File: config.mk
export PLATFORM = sky130hd
export DESIGN_NAME = async_serial_port
export DESIGN_NICKNAME = d
export VERILOG_FILES = /design/src/rtl/ser_pkg.sv /design/src/rtl/ser_tick_sel.sv /design/src/rtl/ser_tx.sv /design/src/rtl/ser_rx.sv /design/src/rtl/async_serial_port.sv
export SDC_FILE = /design/constraint.sdc
export NUM_CORES = 1
export LEC_CHECK = 0
export BUFFER_PORTS_ARGS = -buffer_cell sky130_fd_sc_hd__buf_4
export CORE_UTILIZATION = 39
export DETAILED_ROUTE_END_ITERATION = 7
export HOLD_SLACK_MARGIN = 0.05
export PLACE_DENSITY = 0.53
export REMOVE_ABC_BUFFERS = 1
export SETUP_SLACK_MARGIN = 0.5
export SYNTH_ARGS = -nofsm -noshare
export SYNTH_HDL_FRONTEND = slang
export SYNTH_SLANG_ARGS = --single-unit
File: constraint.sdc
create_clock -name clk -period 6.57 [get_ports clk]
set_input_delay 1.314 -clock clk [delete_from_list [all_inputs] [get_ports clk]]
set_output_delay 1.314 -clock clk [all_outputs]
set_load 0.02 [all_outputs]
File: src/rtl/ser_pkg.sv
package ser_pkg;

    localparam int DATA_W = 8;
    localparam int ADDR_W = 3;
    localparam int OVS_W  = 4;     // 16x oversampling
    localparam int IDX_W  = $clog2(DATA_W);

    localparam logic [ADDR_W-1:0] A_SRC  = 3'd0;
    localparam logic [ADDR_W-1:0] A_DIV  = 3'd1;
    localparam logic [ADDR_W-1:0] A_CTRL = 3'd2;
    localparam logic [ADDR_W-1:0] A_STAT = 3'd3;
    localparam logic [ADDR_W-1:0] A_DATA = 3'd4;

    typedef enum logic [1:0] {
        SRC_DIV = 2'd0,
        SRC_PIN = 2'd1,
        SRC_TMR = 2'd2,
        SRC_OFF = 2'd3
    } tick_src_e;

    typedef enum logic [2:0] {
        FS_IDLE,
        FS_START,
        FS_DATA,
        FS_PAR,
        FS_STOP
    } frame_st_e;

    typedef struct packed {
        logic eight;
        logic par_en;
        logic par_odd;
        logic two_stop;
        logic msb_first;
    } frame_cfg_t;

    function automatic logic calc_par(input logic [DATA_W-1:0] d, input frame_cfg_t c);
        logic [DATA_W-1:0] m;
        m = c.eight ? d : {1'b0, d[DATA_W-2:0]};
        return (^m) ^ c.par_odd;
    endfunction

    function automatic logic [IDX_W-1:0] last_idx(input frame_cfg_t c);
        return c.eight ? IDX_W'(DATA_W - 1) : IDX_W'(DATA_W - 2);
    endfunction

    function automatic logic [IDX_W-1:0] line_pos(input logic [IDX_W-1:0] idx, input frame_cfg_t c);
        return c.msb_first ? (last_idx(c) - idx) : idx;
    endfunction

endpackage

File: src/rtl/ser_tick_sel.sv
module ser_tick_sel
    import ser_pkg::*;
#(
    parameter int DIV_W = 8
) (
    input  logic             clk,
    input  logic             rst,
    input  tick_src_e        src,
    input  logic [DIV_W-1:0] div,
    input  logic             ext_clk,
    input  logic             tmr_tick,
    output logic             tick
);
    localparam int SYNC_N = 3;

    logic [DIV_W-1:0]  div_cnt;
    logic [SYNC_N-1:0] pin_sync;
    logic              div_hit;
    logic              pin_rise;

    assign div_hit  = (div_cnt >= div);
    assign pin_rise = pin_sync[SYNC_N-2] & ~pin_sync[SYNC_N-1];

    always_ff @(posedge clk) begin
        if (rst || src != SRC_DIV || div_hit) div_cnt <= '0;
        else                                  div_cnt <= div_cnt + 1'b1;
    end

    always_ff @(posedge clk) begin
        if (rst) pin_sync <= '0;
        else     pin_sync <= {pin_sync[SYNC_N-2:0], ext_clk};
    end

    always_comb begin
        case (src)
            SRC_DIV: tick = div_hit;
            SRC_PIN: tick = pin_rise;
            SRC_TMR: tick = tmr_tick;
            default: tick = 1'b0;
        endcase
    end

endmodule

File: src/rtl/ser_tx.sv
module ser_tx
    import ser_pkg::*;
(
    input  logic              clk,
    input  logic              rst,
    input  logic              en,
    input  logic              tick,
    input  logic              pending,
    input  logic [DATA_W-1:0] data,
    input  frame_cfg_t        cfg,
    output logic              load,
    output logic              busy,
    output logic              txd
);
    frame_st_e         st;
    logic [OVS_W-1:0]  ovs;
    logic [IDX_W-1:0]  idx;
    logic [DATA_W-1:0] sh;
    frame_cfg_t        cq;
    logic              bit_end;

    assign load    = en && pending && (st == FS_IDLE);
    assign busy    = (st != FS_IDLE);
    assign bit_end = tick && (ovs == '1);

    always_ff @(posedge clk) begin
        if (rst || !en) begin
            st  <= FS_IDLE;
            ovs <= '0;
            idx <= '0;
            sh  <= '0;
            cq  <= '0;
        end else begin
            if (st == FS_IDLE) begin
                if (pending) begin
                    st  <= FS_START;
                    ovs <= '0;
                    idx <= '0;
                    sh  <= data;
                    cq  <= cfg;
                end
            end else if (tick) begin
                ovs <= ovs + 1'b1;
                if (bit_end) begin
                    case (st)
                        FS_START: begin
                            st  <= FS_DATA;
                            idx <= '0;
                        end
                        FS_DATA: begin
                            if (idx == last_idx(cq)) begin
                                st  <= cq.par_en ? FS_PAR : FS_STOP;
                                idx <= '0;
                            end else begin
                                idx <= idx + 1'b1;
                            end
                        end
                        FS_PAR: begin
                            st  <= FS_STOP;
                            idx <= '0;
                        end
                        FS_STOP: begin
                            if (cq.two_stop && idx == '0) idx <= idx + 1'b1;
                            else                          st  <= FS_IDLE;
                        end
                        default: st <= FS_IDLE;
                    endcase
                end
            end
        end
    end

    always_comb begin
        case (st)
            FS_START: txd = 1'b0;
            FS_DATA:  txd = sh[line_pos(idx, cq)];
            FS_PAR:   txd = calc_par(sh, cq);
            default:  txd = 1'b1;
        endcase
    end

endmodule

File: src/rtl/ser_rx.sv
module ser_rx
    import ser_pkg::*;
(
    input  logic              clk,
    input  logic              rst,
    input  logic              en,
    input  logic              tick,
    input  logic              rxd,
    input  frame_cfg_t        cfg,
    output logic              done,
    output logic [DATA_W-1:0] data,
    output logic              perr,
    output logic              ferr
);
    localparam logic [OVS_W-1:0] MID = OVS_W'((1 << OVS_W) / 2 - 1);

    logic [1:0]        sync;
    logic              rs;
    frame_st_e         st;
    logic [OVS_W-1:0]  ovs;
    logic [IDX_W-1:0]  idx;
    logic [DATA_W-1:0] buf_q;
    logic              par_q;
    frame_cfg_t        cq;
    logic              sample;

    assign rs     = sync[1];
    assign sample = tick && (ovs == '1);

    always_ff @(posedge clk) begin
        if (rst) sync <= 2'b11;
        else     sync <= {sync[0], rxd};
    end

    always_ff @(posedge clk) begin
        done <= 1'b0;
        if (rst || !en) begin
            st    <= FS_IDLE;
            ovs   <= '0;
            idx   <= '0;
            buf_q <= '0;
            par_q <= 1'b0;
            cq    <= '0;
            data  <= '0;
            perr  <= 1'b0;
            ferr  <= 1'b0;
        end else begin
            case (st)
                FS_IDLE: begin
                    if (!rs) begin
                        st    <= FS_START;
                        ovs   <= '0;
                        idx   <= '0;
                        buf_q <= '0;
                        cq    <= cfg;
                    end
                end
                FS_START: begin
                    if (tick) begin
                        if (ovs == MID) begin
                            ovs <= '0;
                            st  <= rs ? FS_IDLE : FS_DATA;
                        end else begin
                            ovs <= ovs + 1'b1;
                        end
                    end
                end
                FS_DATA: begin
                    if (tick) ovs <= ovs + 1'b1;
                    if (sample) begin
                        buf_q[line_pos(idx, cq)] <= rs;
                        if (idx == last_idx(cq)) begin
                            st <= cq.par_en ? FS_PAR : FS_STOP;
                        end else begin
                            idx <= idx + 1'b1;
                        end
                    end
                end
                FS_PAR: begin
                    if (tick) ovs <= ovs + 1'b1;
                    if (sample) begin
                        par_q <= rs;
                        st    <= FS_STOP;
                    end
                end
                FS_STOP: begin
                    if (tick) ovs <= ovs + 1'b1;
                    if (sample) begin
                        done <= 1'b1;
                        data <= buf_q;
                        ferr <= !rs;
                        perr <= cq.par_en && (par_q != calc_par(buf_q, cq));
                        st   <= FS_IDLE;
                    end
                end
                default: st <= FS_IDLE;
            endcase
        end
    end

endmodule

File: src/rtl/async_serial_port.sv
module async_serial_port
    import ser_pkg::*;
#(
    parameter int DIV_W     = 8,
    parameter int DIV_RESET = 7
) (
    input  logic              clk,
    input  logic              rst,
    input  logic              wr_en,
    input  logic              rd_en,
    input  logic [ADDR_W-1:0] addr,
    input  logic [DATA_W-1:0] wdata,
    output logic [DATA_W-1:0] rdata,
    input  logic              ext_clk,
    input  logic              tmr_tick,
    input  logic              rxd,
    output logic              txd,
    output logic              rx_irq,
    output logic              tx_irq
);
    tick_src_e         src_q;
    logic [DIV_W-1:0]  div_q;
    logic              tx_en, rx_en;
    logic              rx_ie, tx_ie;
    frame_cfg_t        cfg;
    logic [DATA_W-1:0] tx_hold, rx_hold;
    logic              tx_empty, rx_full;
    logic              ovr, ferr, perr;

    logic              tick, tx_load, tx_busy;
    logic              rx_done, rx_perr, rx_ferr;
    logic [DATA_W-1:0] rx_word;
    logic              wr_ctrl, wr_data, rd_data, clr_err;

    assign wr_ctrl = wr_en && addr == A_CTRL;
    assign wr_data = wr_en && addr == A_DATA;
    assign rd_data = rd_en && addr == A_DATA;
    assign clr_err = wr_ctrl && wdata[6];

    always_ff @(posedge clk) begin
        if (rst) begin
            src_q   <= SRC_DIV;
            div_q   <= DIV_W'(DIV_RESET);
            tx_en   <= 1'b0;
            rx_en   <= 1'b0;
            cfg     <= '{eight: 1'b1, default: 1'b0};
            rx_ie   <= 1'b0;
            tx_ie   <= 1'b0;
            tx_hold <= '0;
        end else if (wr_en) begin
            case (addr)
                A_SRC:  src_q <= tick_src_e'(wdata[1:0]);
                A_DIV:  div_q <= wdata[DIV_W-1:0];
                A_CTRL: begin
                    tx_en        <= wdata[0];
                    rx_en        <= wdata[1];
                    cfg.par_en   <= wdata[2];
                    cfg.par_odd  <= wdata[3];
                    cfg.two_stop <= wdata[4];
                    cfg.eight    <= wdata[5];
                end
                A_STAT: begin
                    cfg.msb_first <= wdata[0];
                    rx_ie         <= wdata[1];
                    tx_ie         <= wdata[2];
                end
                A_DATA: tx_hold <= wdata;
                default: ;
            endcase
        end
    end

    always_ff @(posedge clk) begin
        if (rst) begin
            tx_empty <= 1'b1;
        end else begin
            if (tx_load) tx_empty <= 1'b1;
            if (wr_data) tx_empty <= 1'b0;
        end
    end

    always_ff @(posedge clk) begin
        if (rst) begin
            rx_hold <= '0;
            rx_full <= 1'b0;
            ovr     <= 1'b0;
            ferr    <= 1'b0;
            perr    <= 1'b0;
        end else begin
            if (clr_err) begin
                ovr  <= 1'b0;
                ferr <= 1'b0;
                perr <= 1'b0;
            end
            if (rx_done) begin
                rx_hold <= rx_word;
                rx_full <= 1'b1;
                ovr     <= ovr | rx_full;
                ferr    <= ferr | rx_ferr;
                perr    <= perr | rx_perr;
            end else if (rd_data) begin
                rx_full <= 1'b0;
            end
        end
    end

    always_comb begin
        case (addr)
            A_SRC:   rdata = {6'd0, src_q};
            A_DIV:   rdata = DATA_W'(div_q);
            A_CTRL:  rdata = {2'b00, cfg.eight, cfg.two_stop, cfg.par_odd, cfg.par_en, rx_en, tx_en};
            A_STAT:  rdata = {perr, ferr, ovr, rx_full, tx_empty, tx_ie, rx_ie, cfg.msb_first};
            A_DATA:  rdata = rx_hold;
            default: rdata = '0;
        endcase
    end

    assign tx_irq = tx_empty && tx_ie;
    assign rx_irq = rx_full && rx_ie;

    ser_tick_sel #(.DIV_W(DIV_W)) u_tick (
        .clk      (clk),
        .rst      (rst),
        .src      (src_q),
        .div      (div_q),
        .ext_clk  (ext_clk),
        .tmr_tick (tmr_tick),
        .tick     (tick)
    );

    ser_tx u_tx (
        .clk     (clk),
        .rst     (rst),
        .en      (tx_en),
        .tick    (tick),
        .pending (!tx_empty),
        .data    (tx_hold),
        .cfg     (cfg),
        .load    (tx_load),
        .busy    (tx_busy),
        .txd     (txd)
    );

    ser_rx u_rx (
        .clk  (clk),
        .rst  (rst),
        .en   (rx_en),
        .tick (tick),
        .rxd  (rxd),
        .cfg  (cfg),
        .done (rx_done),
        .data (rx_word),
        .perr (rx_perr),
        .ferr (rx_ferr)
    );

endmodule

# After elaboration in Yosys (flattened, before gate mapping)
# Index checks and enable logic that the tools add are counted.
# totals
regBits,110
latch_bits,0
ram_bits,0
mem_bits_ro,0
inputBits,18
output_inout_bits,11
elab_cells,216
mem_count,0
# op_classes
addsub,7
multipliers,0
div_mod_pow,0
magnitude_cmp,4
n_eq_ne,33
shifts,0
mux,63
bitwise_logic,10
reduce_logical,56
# ops
operator,n
$mux 3,26
$pmux 8 s5,1
$mux 8,4
$mux 4,7
$reduce_and 2->1,10
$eq 3x2->1 const B,6
$pmux 8 s2,1
$reduce_xor 8->1,2
$pmux 3 s5,1
$ne 2x1->1 const B,7
$reduce_bool 2->1,7
$logic_and 1x1->1,13
$mux 1,13
$logic_not 3->1,4
$pmux 3 s4,1
$pmux 4 s3,1
$reduce_and 5->1,2
$eq 3x1->1 const B,3
$eq 3x3->1 const B,3
$pmux 3 s3,1
$add 4x1->4 const B,2
$add 8x1->8 const B,1
$bwmux 8,1
$eq 4x4->1 const B,2
other kinds (32),54

# Longest topological paths before layout
# logic_depth
ltp_word,10
mapped_depth,10
mapped_depth_nobuf,8

# Modules after synthesis
# From an unflattened synthesis, not the netlist that was laid out.
# unflattened
cells_unflattened,622
hier_area_um2,5530.3
# by_module_without_submodules
mod,instances,cells_each,area_each_um2,seq_area_each_um2
ser_rx,1,212,1843.0,720.7
async_serial_port,1,177,1761.7,800.8
ser_tx,1,163,1323.8,460.4
ser_tick_sel,1,70,601.8,220.2

# Worst setup path after synthesis
# Ideal clock, no wire load.
# synth_path
path_kind,input port to output port
from,in addr[0]
to,out rdata[6]
arrival_ps,2708
t_required_ps,5256
slack_ps,2548
stages,5
path_buffers,2
path_cell_list,buf_1 > nor2b_1 > clkbuf_1 > a22oi_1 > o21ai_0
# synth_between
elab_chain_len,2
elab_cells_between_ends,6
classes_between,eq/ne: 4; mux: 1; reduce/logical: 1
# synth_rtl
element,line,source
start: declaration,async_serial_port.sv:11,"input logic [ADDR_W-1:0] addr,"
"$eq 3x3->1, or another cell as far along",async_serial_port.sv:108,case (addr)
$pmux 8 s5 *,async_serial_port.sv:108,
end: declaration,async_serial_port.sv:13,"output logic [DATA_W-1:0] rdata,"
# Every way passes the cells marked *; elsewhere a longest branch is shown, timed or not.

# Final worst setup path
# layout_path
from,in addr[0]
to,out rdata[7]
# The elaborated chain is that of the path after synthesis.

==> summary.txt <==
Status
  • Outcome: finished, final reports clean

Power
  • Sequential share of power: 52.0%
  • Lkg Pwr: ~2.2 nW
  • Sw Ratio: between 20% and 30%
  • Clock power frac: roughly 43%
  • Sw power: 0.3354 mW
  • Total power: 1.310 mW
  • Pwr Density: 213.2 nW/µm²
  • Peak VDD IR: approximately 0.00014 V
  • Int Power: 0.9745 mW
  • Combinational group share of total power: between 5 and 6%

Critical path
  • Crit Path Max Fanout: 13
  • CP Class: input pin to output port
  • Worst Path Arrival: ~2.6 ns
  • Reg2reg setup slack: between 3 and 4 ns
  • Worst R2R Path Depth: 8
  • Reg-to-reg endpoint: u_rx.data[4]
  • Slowest stage cell, crit path: nor2b_1
  • R2r startpoint: div_q[2]
  • CP max stage delay: about 0.55 ns
  • WP data required: approximately 5.3 ns
  • Worst Setup End Kind: output port
  • CP Launch Type: input pin
  • CP Cell Sequence: buf_4 -> nor2b_1 -> a22oi_1 -> o21ai_0 -> buf_4
  • Crit-path most repeated cell: buf_4

Clock network
  • # clock sinks: 110
  • Post-CTS Hold Buffers: 0
  • Setup Buffers After CTS: 0
  • Clock Pin Slew Worst Setup and Hold Paths: 0.08 ns
  • Clk Latency, worst-skew pair: 0.37 ns
  • CTS root buf: clkbuf_16
  • H-tree depth: 3
  • CTS tree: built
  • PostCTS Resize Cnt: 0
  • Clock buffer depth: 2
  • Total CTS buffers: 9

Global route
  • GRT Overall Usage: about a fifth
  • First-pass GRT wire length: 21.69 mm
  • Vias in the first global route: 4,267
  • Grt ovf: 0
  • Largest net degree at the start of global routing: 43
  • Antenna violations before repair: 0

Timing
  • Setup Skew: approximately 0.0087 ns
  • Final hold vios: 0
  • Relative slew slack: 31.00%
  • Post-route minimum period: 3.917 ns
  • Setup_tns: 0 ns
  • Final setup fails: 0
  • Achievable frequency: approximately 260 MHz
  • RSZ-0062 raised after global routing: no
  • Fin crit share: about 60%
  • Pin slew with the least headroom to its limit: between 1 and 1.5 ns
  • Max-slew violations: 0

Synthesis
  • Synthesis warning total: 0
  • Mapped cell area: roughly 5500 µm²
  • Seq/Total Area, Yosys: 39.92%
  • Main synth FF type: dfxtp_1
  • Top-area cell type share of the netlist area: ~40%
  • Syn_area_per_cell: 8.526 µm²
  • Post-synth cell types: 66
  • Synth area leaders: dfxtp_1 40%, mux2i_1 7.1%, nand2_1 5.9%
  • Post-synth EDFFs: 0
  • Syn Inst Count: between 600 and 700
  • Synthesized flop and latch total: between 100 and 150
  • Dominant cell type by area after synthesis: dfxtp_1
  • Post-synth ARST share: 0%

Cells and area
  • Layout cells sized above 1: 10.93%
  • Layout Nets: 690
  • Area growth syn-to-layout: 11.39%
  • FF/Latch Area: ~2200 µm²
  • Footprint of the multi-input gates: approximately 3000 µm²
  • Filler cells: 1,370
  • Antenna cells: 0

Detailed routing
  • Drt wl/cell: between 15 and 20 µm
  • Average vias per placed instance: between 5 and 6
  • DRT antenna net count: 0
  • Routed Wire Length: 13.08 mm
  • DRT iter0 DRCs: 317
  • DRC viols: 0
  • Pre-antenna DRT Iters: 4
  • Via Count: 4,438

Hold path
  • Worst hold start: u_rx.sync[0]
  • Hold/Removal Path Class: flop to flop
  • Endpoint, Worst Hold: u_rx.sync[1]
  • Hold Path Stages: 1

Floorplanning
  • Die W: 120.9 µm
  • Die ar.: 14,620 µm²
  • Core Box Area: 13,830 µm²
  • Site Rows: 43
  • Initial Util: between 30% and 40%
  • Die Ht: 120.9 µm
  • Num ports: 29

Place
  • Placer congestion estimate: ~0.81
  • PortBufs: 28
  • Post-DP HPWL: between 9 and 10 mm

Job
  • Max-Cap Viols: 0
## critical path: cells and delay by family
| kind | cells | cell delay, ns |
|---|---|---|
| simple gates | 1 | 0.55 |
| compound gates | 2 | 0.39 |
| buf+inv | 2 | 0.35 |
## registers in the layout, summed over array words and instances, names as in the netlist, 4 cells and up
name / count
div_q: 8
u_rx.ovs: 4
u_tick.div_cnt: 8
u_tx.sh: 8
u_rx.data: 8
u_tx.ovs: 4
u_tx.cq: 5
tx_hold: 8
cfg: 5
u_rx.buf_q: 8
rx_hold: 8
u_rx.cq: 4
## metrics by stage
step | instances | cell area (µm²) | setup WS [ns] | util [%] | hold WS (ns)
finish | 839 | 6145 | 2.653 | 44.44 | 0.4209
floorplan | 611 | 5353 | 2.886 | - | 0.3895
global placement | 823 | 5831 | 2.768 | 42.17 | 0.4004
detailed placement | 823 | 5831 | 2.688 | 42.17 | 0.4036
CTS | 839 | 6145 | 2.682 | 44.44 | 0.4251
global route | 839 | 6145 | 2.503 | 44.44 | 0.4333
## cell usage after synthesis, types with 4 or more instances
master,count
a21oi_1,48
o211ai_1,4
o22ai_1,7
and3_1,4
a211oi_1,4
nand4_1,6
a31oi_1,4
o21ai_0,18
mux2i_1,39
nand3_1,20
a311oi_1,4
dfxtp_1,110
nor2_1,70
a22oi_1,17
xor2_1,9
nand2_1,86
inv_1,20
nand2b_1,6
clkbuf_1,27
a21o_1,6
ha_1,18
nor2b_1,15
and2_1,4
nor3_1,18
xnor2_1,18
## per-layer routing
metal  track usage, %  wire, µm  share of wire (%)
met5                0         0                  0
met4            6.790       142                1.1
met3            3.853       403                3.1
met2            31.64      6248                 48
met1            24.88      6280                 48
## how the worst max path moves through the flow
stage | slack [ns] | start | end
detailed placement | 2.69 | addr[0] | rdata[7]
floorplan | 2.89 | addr[0] | rdata[6]
finish | 2.65 | addr[0] | rdata[7]
global route | 2.50 | addr[0] | rdata[6]
CTS | 2.68 | addr[0] | rdata[7]
global placement | 2.77 | addr[0] | rdata[1]
## placed cells by master (no fill, tap or decap), types with 20 or more instances in the layout
master,n
a21oi_1,48
nand3_1,20
mux2i_1,39
buf_4,32
nand2_1,86
inv_1,20
nor2_1,70
dfxtp_1,110
## logic make-up (layout without fill, tap and decap cells)
family / after synthesis / in the layout / synth area share, %
AOI/OAI and AO/OA: 138 / 138 / 17.08
xor gates and xnor gates: 27 / 27 / 4.287
adders and majority gates: 18 / 18 / 4.083
buffers and inverters: 57 / 69 / 4.400
DFF: 110 / 110 / 39.92
muxes: 44 / 44 / 8.505
and+or+nand+nor: 253 / 253 / 21.73
## power by group through the flow
stage	Clock [mW]	Sequential, mW	Combinational (mW)
after detailed placement	0	0.697	0.0687
after floorplan	0	0.694	0.0369
after global routing	0.608	0.683	0.0767
after CTS	0.585	0.682	0.0690
after global placement	0	0.698	0.0671
final	0.559	0.682	0.0687
## cell type report
| type | instances | share of cell area (%) |
|---|---|---|
| multi-input combinational | 480 | 50.19 |
| clock buffer | 9 | 3.665 |
| clock inverter | 7 | 1.446 |
| timing repair buffer | 32 | 3.910 |
| tap | 180 | 3.665 |
| sequential | 110 | 35.84 |
| inverter | 21 | 1.283 |
(Power assumes the default switching activity.)
